**config.mk**
```make
export PLATFORM = sky130hd
export DESIGN_NAME = charge_slope_detector
export DESIGN_NICKNAME = d
export VERILOG_FILES = /design/src/rtl/csd_pkg.sv /design/src/rtl/csd_sequencer.sv /design/src/rtl/csd_accum.sv /design/src/rtl/csd_dv_test.sv /design/src/rtl/csd_dt_test.sv /design/src/rtl/charge_slope_detector.sv
export SDC_FILE = /design/constraint.sdc
export NUM_CORES = 1
export LEC_CHECK = 0
export ABC_AREA = 1
export BUFFER_PORTS_ARGS = -buffer_cell sky130_fd_sc_hd__buf_2
export CORE_ASPECT_RATIO = 1.2
export CORE_MARGIN = 5
export CORE_UTILIZATION = 30
export CTS_CLUSTER_SIZE = 28
export DETAILED_ROUTE_END_ITERATION = 8
export GPL_TIMING_DRIVEN = 0
export PLACE_DENSITY = 0.55
export SLEW_MARGIN = 20
export SYNTH_ARGS = -nofsm -noshare
export SYNTH_HDL_FRONTEND = slang
export SYNTH_SLANG_ARGS = --single-unit
```
**constraint.sdc**
```tcl
create_clock -name clk -period 4.25 [get_ports clk]
set_input_delay 0.6375 -clock clk [delete_from_list [all_inputs] [get_ports clk]]
set_output_delay 0.6375 -clock clk [all_outputs]
set_load 0.01 [all_outputs]
```
**src/rtl/csd_pkg.sv**
```systemverilog
// Shared types for the charge termination slope detector.
package csd_pkg;

    // Burst sequencer states
    typedef enum logic [2:0] {
        SQ_IDLE,
        SQ_GAP,
        SQ_REQ_V,
        SQ_WAIT_V,
        SQ_REQ_T,
        SQ_WAIT_T,
        SQ_DONE
    } seq_state_t;

    localparam logic CH_VOLT  = 1'b0;
    localparam logic CH_THERM = 1'b1;

endpackage

```
**src/rtl/csd_sequencer.sv**
```systemverilog
// Burst sequencer: starts a burst every PERIOD_CYC cycles and walks
// BURST_LEN conversion points. At each point it converts the voltage channel,
// then the thermistor channel, then idles GAP_CYC cycles.
// Assumes PERIOD_CYC exceeds the burst length in cycles, GAP_CYC >= 1,
// and that adc_ready arrives only for the outstanding request.
module csd_sequencer
    import csd_pkg::*;
#(
    parameter int PERIOD_CYC = 34_000_000,
    parameter int GAP_CYC    = 57,
    parameter int BURST_LEN  = 16
) (
    input  logic clk,
    input  logic rst_n,
    input  logic restart,
    input  logic adc_ready,
    output logic adc_start,
    output logic adc_chan,
    output logic cap_v,
    output logic cap_t,
    output logic burst_done
);
    localparam int PW = (PERIOD_CYC > 1) ? $clog2(PERIOD_CYC) : 1;
    localparam int GW = (GAP_CYC > 1) ? $clog2(GAP_CYC) : 1;
    localparam int BW = (BURST_LEN > 1) ? $clog2(BURST_LEN) : 1;
    localparam logic [PW-1:0] PER_LAST = PW'(PERIOD_CYC - 1);
    localparam logic [GW-1:0] GAP_LAST = GW'(GAP_CYC - 1);
    localparam logic [BW-1:0] PT_LAST  = BW'(BURST_LEN - 1);

    seq_state_t      state;
    logic [PW-1:0]   per_cnt;
    logic [GW-1:0]   gap_cnt;
    logic [BW-1:0]   pt_cnt;
    logic            kick;

    // Burst kick at the start of every period
    assign kick = (per_cnt == '0);

    // Period timer, restarted by reset or start
    always_ff @(posedge clk) begin
        if (!rst_n || restart) begin
            per_cnt <= '0;
        end else begin
            per_cnt <= (per_cnt == PER_LAST) ? '0 : per_cnt + 1'b1;
        end
    end

    // Burst state machine and point/gap counters
    always_ff @(posedge clk) begin
        if (!rst_n || restart) begin
            state   <= SQ_IDLE;
            gap_cnt <= '0;
            pt_cnt  <= '0;
        end else begin
            case (state)
                SQ_IDLE: if (kick) begin
                    state  <= SQ_REQ_V;
                    pt_cnt <= '0;
                end
                SQ_GAP: begin
                    if (gap_cnt == GAP_LAST) begin
                        state   <= SQ_REQ_V;
                        gap_cnt <= '0;
                    end else begin
                        gap_cnt <= gap_cnt + 1'b1;
                    end
                end
                SQ_REQ_V:  state <= SQ_WAIT_V;
                SQ_WAIT_V: if (adc_ready) state <= SQ_REQ_T;
                SQ_REQ_T:  state <= SQ_WAIT_T;
                SQ_WAIT_T: if (adc_ready) begin
                    if (pt_cnt == PT_LAST) begin
                        state <= SQ_DONE;
                    end else begin
                        pt_cnt  <= pt_cnt + 1'b1;
                        gap_cnt <= '0;
                        state   <= SQ_GAP;
                    end
                end
                SQ_DONE:   state <= SQ_IDLE;
                default:   state <= SQ_IDLE;
            endcase
        end
    end

    // Handshake and capture strobes decoded from state
    always_comb begin
        adc_start  = (state == SQ_REQ_V) || (state == SQ_REQ_T);
        adc_chan   = ((state == SQ_REQ_T) || (state == SQ_WAIT_T)) ? CH_THERM : CH_VOLT;
        cap_v      = (state == SQ_WAIT_V) && adc_ready;
        cap_t      = (state == SQ_WAIT_T) && adc_ready;
        burst_done = (state == SQ_DONE);
    end

endmodule

```
**src/rtl/csd_accum.sv**
```systemverilog
// Burst accumulator for one channel: sums conversion codes and, on done,
// publishes the sum shifted right by SHIFT (floor of the mean of 2^SHIFT codes).
// Assumes exactly 2^SHIFT captures between clears/dones.
module csd_accum #(
    parameter int W     = 10,
    parameter int SHIFT = 4
) (
    input  logic         clk,
    input  logic         rst_n,
    input  logic         clr,
    input  logic         cap,
    input  logic [W-1:0] data,
    input  logic         done,
    output logic [W-1:0] avg
);
    localparam int SW = W + SHIFT;

    logic [SW-1:0] sum;

    // Accumulate captures, publish and clear on done
    always_ff @(posedge clk) begin
        if (!rst_n) begin
            sum <= '0;
            avg <= '0;
        end else if (clr) begin
            sum <= '0;
        end else if (done) begin
            avg <= sum[SW-1:SHIFT];
            sum <= '0;
        end else if (cap) begin
            sum <= sum + SW'(data);
        end
    end

endmodule

```
**src/rtl/csd_dv_test.sv**
```systemverilog
// Falling-voltage test: keeps the running peak of voltage samples and flags a
// sample that is DROP codes or more below it, inside the window below mcv,
// when enabled and past the hold-off sample count.
// Assumes stb is a one-cycle pulse with v stable in that cycle.
module csd_dv_test #(
    parameter int W    = 10,
    parameter int DROP = 3
) (
    input  logic         clk,
    input  logic         rst_n,
    input  logic         clr,
    input  logic         stb,
    input  logic         en,
    input  logic [W-1:0] v,
    input  logic [W-1:0] mcv,
    input  logic [W-1:0] span,
    input  logic [7:0]   holdoff_n,
    output logic         term
);
    logic [W-1:0] peak;
    logic         peak_ok;
    logic [7:0]   seen;
    logic         in_win;
    logic         dropped;
    logic         held;

    // Window, drop and hold-off qualifiers for the current sample
    always_comb begin
        in_win  = (({1'b0, v} + {1'b0, span}) > {1'b0, mcv}) && (v < mcv);
        dropped = peak_ok && (({1'b0, v} + (W+1)'(DROP)) <= {1'b0, peak});
        held    = (seen < holdoff_n);
    end

    // Flag register, peak tracking and saturating sample count
    always_ff @(posedge clk) begin
        if (!rst_n || clr) begin
            term    <= 1'b0;
            peak    <= '0;
            peak_ok <= 1'b0;
            seen    <= '0;
        end else begin
            term <= stb && en && !held && in_win && dropped;
            if (stb) begin
                if (!peak_ok || (v > peak)) peak <= v;
                peak_ok <= 1'b1;
                if (seen != 8'hFF) seen <= seen + 1'b1;
            end
        end
    end

endmodule

```
**src/rtl/csd_dt_test.sv**
```systemverilog
// Temperature-rate test: keeps the two previous thermistor samples and flags
// a sample DROP codes or more below the one from two periods back, inside the
// cutoff/fault window, when enabled.
// Assumes stb is a one-cycle pulse with t stable in that cycle.
module csd_dt_test #(
    parameter int W    = 10,
    parameter int DROP = 3
) (
    input  logic         clk,
    input  logic         rst_n,
    input  logic         clr,
    input  logic         stb,
    input  logic         en,
    input  logic [W-1:0] t,
    input  logic [W-1:0] tco,
    input  logic [W-1:0] ltf,
    output logic         term
);
    logic [W-1:0] hist1;
    logic [W-1:0] hist2;
    logic [1:0]   hcnt;
    logic         in_win;
    logic         dropped;

    // Window and two-back drop qualifiers
    always_comb begin
        in_win  = (t > tco) && (t < ltf);
        dropped = (hcnt == 2'd2) && (({1'b0, t} + (W+1)'(DROP)) <= {1'b0, hist2});
    end

    // Flag register and two-deep history shift
    always_ff @(posedge clk) begin
        if (!rst_n || clr) begin
            term  <= 1'b0;
            hist1 <= '0;
            hist2 <= '0;
            hcnt  <= '0;
        end else begin
            term <= stb && en && in_win && dropped;
            if (stb) begin
                hist2 <= hist1;
                hist1 <= t;
                if (hcnt != 2'd2) hcnt <= hcnt + 1'b1;
            end
        end
    end

endmodule

```
**src/rtl/charge_slope_detector.sv**
```systemverilog
// Top: sequences bursts on the converter, averages both channels and runs the
// falling-voltage and temperature-rate termination tests once per sample.
// Flags appear one cycle after sample_stb. Assumes the converter answers each
// request with exactly one adc_ready pulse.
module charge_slope_detector #(
    parameter int ADC_W      = 10,
    parameter int AVG_SHIFT  = 4,
    parameter int GAP_CYC    = 57,
    parameter int PERIOD_CYC = 34_000_000,
    parameter int DV_DROP    = 3,
    parameter int DT_DROP    = 3
) (
    input  logic             clk,
    input  logic             rst_n,
    input  logic             start,
    input  logic             dv_en,
    input  logic             dt_en,
    input  logic [7:0]       holdoff_samples,
    input  logic [ADC_W-1:0] mcv_lvl,
    input  logic [ADC_W-1:0] span_lvl,
    input  logic [ADC_W-1:0] tco_lvl,
    input  logic [ADC_W-1:0] ltf_lvl,
    output logic             adc_start,
    output logic             adc_chan,
    input  logic             adc_ready,
    input  logic [ADC_W-1:0] adc_data,
    output logic             sample_stb,
    output logic [ADC_W-1:0] v_avg,
    output logic [ADC_W-1:0] t_avg,
    output logic             dv_term,
    output logic             dt_term
);
    localparam int BURST_LEN = 1 << AVG_SHIFT;

    logic       cap_v;
    logic       cap_t;
    logic       burst_done;
    logic [1:0] cap_vec;
    logic [1:0][ADC_W-1:0] avg_vec;

    csd_sequencer #(
        .PERIOD_CYC (PERIOD_CYC),
        .GAP_CYC    (GAP_CYC),
        .BURST_LEN  (BURST_LEN)
    ) u_seq (
        .clk        (clk),
        .rst_n      (rst_n),
        .restart    (start),
        .adc_ready  (adc_ready),
        .adc_start  (adc_start),
        .adc_chan   (adc_chan),
        .cap_v      (cap_v),
        .cap_t      (cap_t),
        .burst_done (burst_done)
    );

    assign cap_vec = {cap_t, cap_v};

    // One accumulator per channel: index 0 voltage, 1 thermistor
    for (genvar ch = 0; ch < 2; ch++) begin : g_acc
        csd_accum #(
            .W     (ADC_W),
            .SHIFT (AVG_SHIFT)
        ) u_acc (
            .clk   (clk),
            .rst_n (rst_n),
            .clr   (start),
            .cap   (cap_vec[ch]),
            .data  (adc_data),
            .done  (burst_done),
            .avg   (avg_vec[ch])
        );
    end

    assign v_avg = avg_vec[0];
    assign t_avg = avg_vec[1];

    // Sample strobe aligned with the published averages
    always_ff @(posedge clk) begin
        if (!rst_n || start) sample_stb <= 1'b0;
        else                 sample_stb <= burst_done;
    end

    csd_dv_test #(
        .W    (ADC_W),
        .DROP (DV_DROP)
    ) u_dv (
        .clk       (clk),
        .rst_n     (rst_n),
        .clr       (start),
        .stb       (sample_stb),
        .en        (dv_en),
        .v         (v_avg),
        .mcv       (mcv_lvl),
        .span      (span_lvl),
        .holdoff_n (holdoff_samples),
        .term      (dv_term)
    );

    csd_dt_test #(
        .W    (ADC_W),
        .DROP (DT_DROP)
    ) u_dt (
        .clk   (clk),
        .rst_n (rst_n),
        .clr   (start),
        .stb   (sample_stb),
        .en    (dt_en),
        .t     (t_avg),
        .tco   (tco_lvl),
        .ltf   (ltf_lvl),
        .term  (dt_term)
    );

endmodule

```
==> results.txt <==
- CTS saw 131 sinks.
- In this run, post-CTS hold repair placed 0 buffers.
* Yosys cell types: 43
- No sink is reached through more buffers than the 2 on the longest clock path.
* Clock tree skew after final layout: 0.00832 ns
* Row count: 69
* Final setup violation count: 0
* Reg clk slew, reported paths: 0.06 ns
- Together, buffers and inverters on the worst path number 3.
* Max-Cap Viols: 0
- Start-to-end type of the worst setup path: reg -> reg
* Rel. slew slack: 54.4%
* Pre-antenna DRT Iters: 6
- TritonCTS built the clock tree.
- Clock latency on the worst-skew pair, taken at its later pin, is 0.42 ns.
* Core area: 0.0297 mm^2
- The H-tree was split into 4 levels.
- In this run, placement finished with an instance count of 1758.
* Stages on worst setup path: 17
- In the synthesized netlist the async set-or-reset flop fraction comes to 0%.
- Category of the worst setup path launch point: register
* Crit-path cells: inv_1 -> ha_1 -> nor3_1 -> nand2_1 -> nor2_1 -> inv_1 -> o21ai_0 -> o21ai_0 -> inv_1 -> ha_1 -> a21oi_1 -> o21ai_0 -> a21oi_1 -> nand2_1 -> nand2_1 -> nand3_1 -> nor2_1
* Post-synth EDFFs: 0
* Number of storage elements in the synthesis netlist: 131
- For this design the top-level I/O count stands at 89.
- Across every metal layer, demand over resource in global routing totals 13.9%.
- On the worst path, the slowest cell contributes a delay of 0.49 ns.
- Aggregate negative setup slack: 0 ns
- A synthesized cell averages 7.07 um^2.
- From left edge to right edge, the die measures 168 um.
* Critical-path cell with the highest stage delay: sky130_fd_sc_hd__dfxtp_1
- Prior to clock tree synthesis, the placed netlist has a worst setup slack of 1.02 ns.
* TritonCTS buffer count: 17
- Of the available clock period, the critical path in the final layout requires 67.6%.
- Buffer count from post-CTS setup fixing: 0
* Setup repair after global routing missed its margin: no
* Crit path arrival time: 3.24 ns
- Category of cells accounting for the largest share of critical-path delay: simple AND/OR/NAND/NOR gates
- The number of antenna violations at the first check in global routing is 1.
- The count of final max-slew check failures is 0.
* Worst hold path type: reg -> reg
* Post-route minimum period: 2.87 ns
* DIE AREA: 0.0337 mm^2
- Fraction of final layout cells with drive strength greater than 1: 12.9%
- Detailed placer's ending HPWL: 18.7 mm
* Maximum vdd ir drop: 0.173 mV
- sky130_fd_sc_hd__dfxtp_1 takes more of the synthesized area than any other cell.
- Worst reg-to-reg path cell count: 17
- Entering global routing, the biggest net connects 17 pins.
* Count of buffers inserted at the top-level ports: 88
- In the final design database the tool counted 1568 nets.
- Ys Warns: 0
* Cell area power density: 279 mW/mm^2
- Once the floorplan was initialized, standard cells occupied 30.5% of the core.
- After the flow finishes, the layout carries non-filler instances totaling 1791.
* Starting DRT DRC Count: 363
* Cell at the root of the clock tree: sky130_fd_sc_hd__clkbuf_16
- Dividing the detail-routed via count by the number of cells gives 4.65.
* Height of the die: 200 um
* Leakage: 4.88 nW
- Ranked by total cell area, the synthesized netlist is headed by sky130_fd_sc_hd__dfxtp_1 (29%), sky130_fd_sc_hd__ha_1 (16%), sky130_fd_sc_hd__nand2_1 (8.9%), sky130_fd_sc_hd__inv_1 (8.7%), sky130_fd_sc_hd__a21oi_1 (7.9%).
- The worst hold path passes through 2 cells.
* Critical Path Fanout Max: 6
* Via count of the first global-routing pass: 8042
- Derived from the worst setup path, the maximum achievable clock frequency is 348 MHz.
* Per-cell routed wire length: 13.1 um
* Synthesized instance count: 1280
- Total power: 2.95 mW
* Slew at the pin closest to its max-slew limit: 0.684 ns
* Routed Antenna Nets: 0
- CTS-repair resized insts: 0
- Top-area cell type share of the netlist area: 29.0%
- Total grt overflow: 0
- Count of vias placed by the detailed router: 8326
- For this run, design rule violations remaining after detail routing come to 0.
- Post-Synthesis Cell Area: 0.00904 mm^2
- Layout overhead on the synthesized area: 17.1%
- Drt total wl: 23.4 mm
* Prevailing post-synth register cell: sky130_fd_sc_hd__dfxtp_1
- Minimum setup slack in the final design: 1.38 ns
- Share of synthesized area occupied by flip-flops and latches: 29.0%
- Syn nets: 1461
- The number of hold violations in the final report is 0.
* Routability congestion estimate from global placement: 0.852
* Worst Setup End Kind: register
- Req. time, crit path: 4.61 ns
* Global-route wire length before repair: 38.8 mm
- The run finished with clean final reports.
==> kinds of logic (layout without fill, tap and decap cells) <==
group	after synthesis	count (layout)	synth area share, %
simple gates	469	469	23.6
compound gates	275	275	16.5
buf+inv	246	366	10.4
flops	131	131	29.0
fa+ha+maj	117	117	16.4
xor+xnor	42	42	4.07
other cells	0	1	0
==> tightest hold or removal path, cell delays in order, from the launching register on <==
cell	delay, ns
sky130_fd_sc_hd__dfxtp_1	0.29
sky130_fd_sc_hd__inv_1	0.06
sky130_fd_sc_hd__a21oi_1	0.06
==> final cells by class <==
cell class	count	area [um^2]
clock buffer	20	457
buffer	26	114
multi-input combinational	903	5480
fill	3221	19100
inverter	220	826
antenna	1	2.50
timing repair buffer	88	440
tap	390	488
sequential	131	2620
clock inverter	12	155
==> power by group <==
part,internal (mW),switching [mW],leakage (nW),total [mW]
combinational,0.0753,0.118,3.54,0.193
sequential,1.23,0.00341,1.06,1.23
clock,0.954,0.573,0.285,1.53
total,2.26,0.694,4.88,2.95
==> registers in the layout, indices dropped and copies added, names as in the netlist <==
register / flops
g_acc.u_acc.avg: 20
g_acc.u_acc.sum: 28
sample_stb: 1
u_dt.hcnt: 2
u_dt.hist1: 10
u_dt.hist2: 10
u_dt.term: 1
u_dv.peak: 10
u_dv.peak_ok: 1
u_dv.seen: 8
u_dv.term: 1
u_seq.gap_cnt: 6
u_seq.per_cnt: 26
u_seq.pt_cnt: 4
u_seq.state: 3
==> routing by layer <==
layer / GRT usage (%) / routed length [um] / vias up
met4: 3.83 / 245 / 2
met2: 25.5 / 11900 / 125
met5: 0 / 7 / -
li1: - / - / 4449
met1: 16.3 / 10300 / 3733
met3: 2.64 / 961 / 17
==> Yosys cell counts (2+ instances only) <==
master                      count
sky130_fd_sc_hd__xnor2_1       12
sky130_fd_sc_hd__o211ai_1       8
sky130_fd_sc_hd__o21ai_0       75
sky130_fd_sc_hd__a31oi_1        6
sky130_fd_sc_hd__o2111ai_1      2
sky130_fd_sc_hd__a21o_1         4
sky130_fd_sc_hd__o21bai_1       5
sky130_fd_sc_hd__nand4_1       23
sky130_fd_sc_hd__nor4_1        10
sky130_fd_sc_hd__o21a_1        14
sky130_fd_sc_hd__nor3_1        22
sky130_fd_sc_hd__nor3b_1        2
sky130_fd_sc_hd__nor3b_2        3
sky130_fd_sc_hd__nor2_1        94
sky130_fd_sc_hd__ha_1         114
sky130_fd_sc_hd__fa_1           3
sky130_fd_sc_hd__buf_1          2
sky130_fd_sc_hd__a21oi_1      143
sky130_fd_sc_hd__o21ai_2        2
sky130_fd_sc_hd__nor2_4         5
sky130_fd_sc_hd__o21ai_1       12
sky130_fd_sc_hd__dfxtp_1      131
sky130_fd_sc_hd__inv_2         11
sky130_fd_sc_hd__o31ai_1        2
sky130_fd_sc_hd__nand3_1       66
sky130_fd_sc_hd__buf_2         10
sky130_fd_sc_hd__nand2_1      214
sky130_fd_sc_hd__nand3_2        2
sky130_fd_sc_hd__nor3_2         2
sky130_fd_sc_hd__nand2_2        5
sky130_fd_sc_hd__inv_1        209
sky130_fd_sc_hd__or2_2          5
sky130_fd_sc_hd__xor2_1        30
sky130_fd_sc_hd__nor2_2        11
sky130_fd_sc_hd__clkbuf_1      13
==> metrics by stage <==
stage / area (um^2) / hold WS (ns) / util (%)
2_1_floorplan: 9040 / 0.433 / -
3_3_place_gp: 9970 / 0.445 / 33.6
3_5_place_dp: 9970 / 0.453 / 33.6
4_1_cts: 10600 / 0.462 / 35.6
5_1_grt: 10600 / 0.484 / 35.6
6_report: 10600 / 0.463 / 35.6
==> final timing paths <==
kind / slack (ns) / to / from
hold / removal: 0.46 / u_dt.hist2[5]$_SDFFE_PP0P_ / u_dt.hist2[5]$_SDFFE_PP0P_
setup / recovery: 1.38 / u_dv.term$_SDFF_PP0_ / g_acc[0].u_acc.avg[1]$_SDFFE_PN0P_
setup reg to reg: 1.38 / u_dv.term$_SDFF_PP0_ / g_acc[0].u_acc.avg[1]$_SDFFE_PN0P_
hold reg to reg: 0.46 / u_dt.hist2[5]$_SDFFE_PP0P_ / u_dt.hist2[5]$_SDFFE_PP0P_
==> cells in the final DEF, fill, tap and decap left out, types with 6 or more instances in the layout <==
| cell type | count |
|---|---|
| sky130_fd_sc_hd__nand3_1 | 66 |
| sky130_fd_sc_hd__xnor2_1 | 12 |
| sky130_fd_sc_hd__o21ai_1 | 12 |
| sky130_fd_sc_hd__nor2_1 | 94 |
| sky130_fd_sc_hd__o211ai_1 | 8 |
| sky130_fd_sc_hd__nor3_1 | 22 |
| sky130_fd_sc_hd__nand2_1 | 214 |
| sky130_fd_sc_hd__a21oi_1 | 143 |
| sky130_fd_sc_hd__nand4_1 | 23 |
| sky130_fd_sc_hd__buf_2 | 98 |
| sky130_fd_sc_hd__o21a_1 | 14 |
| sky130_fd_sc_hd__clkbuf_16 | 17 |
| sky130_fd_sc_hd__ha_1 | 114 |
| sky130_fd_sc_hd__clkbuf_1 | 14 |
| sky130_fd_sc_hd__dfxtp_1 | 131 |
| sky130_fd_sc_hd__inv_1 | 209 |
| sky130_fd_sc_hd__o21ai_0 | 75 |
| sky130_fd_sc_hd__inv_2 | 11 |
| sky130_fd_sc_hd__nor4_1 | 10 |
| sky130_fd_sc_hd__a31oi_1 | 6 |
| sky130_fd_sc_hd__xor2_1 | 30 |
| sky130_fd_sc_hd__nor2_2 | 11 |
Note: power is estimated with default switching activity, not from simulation.
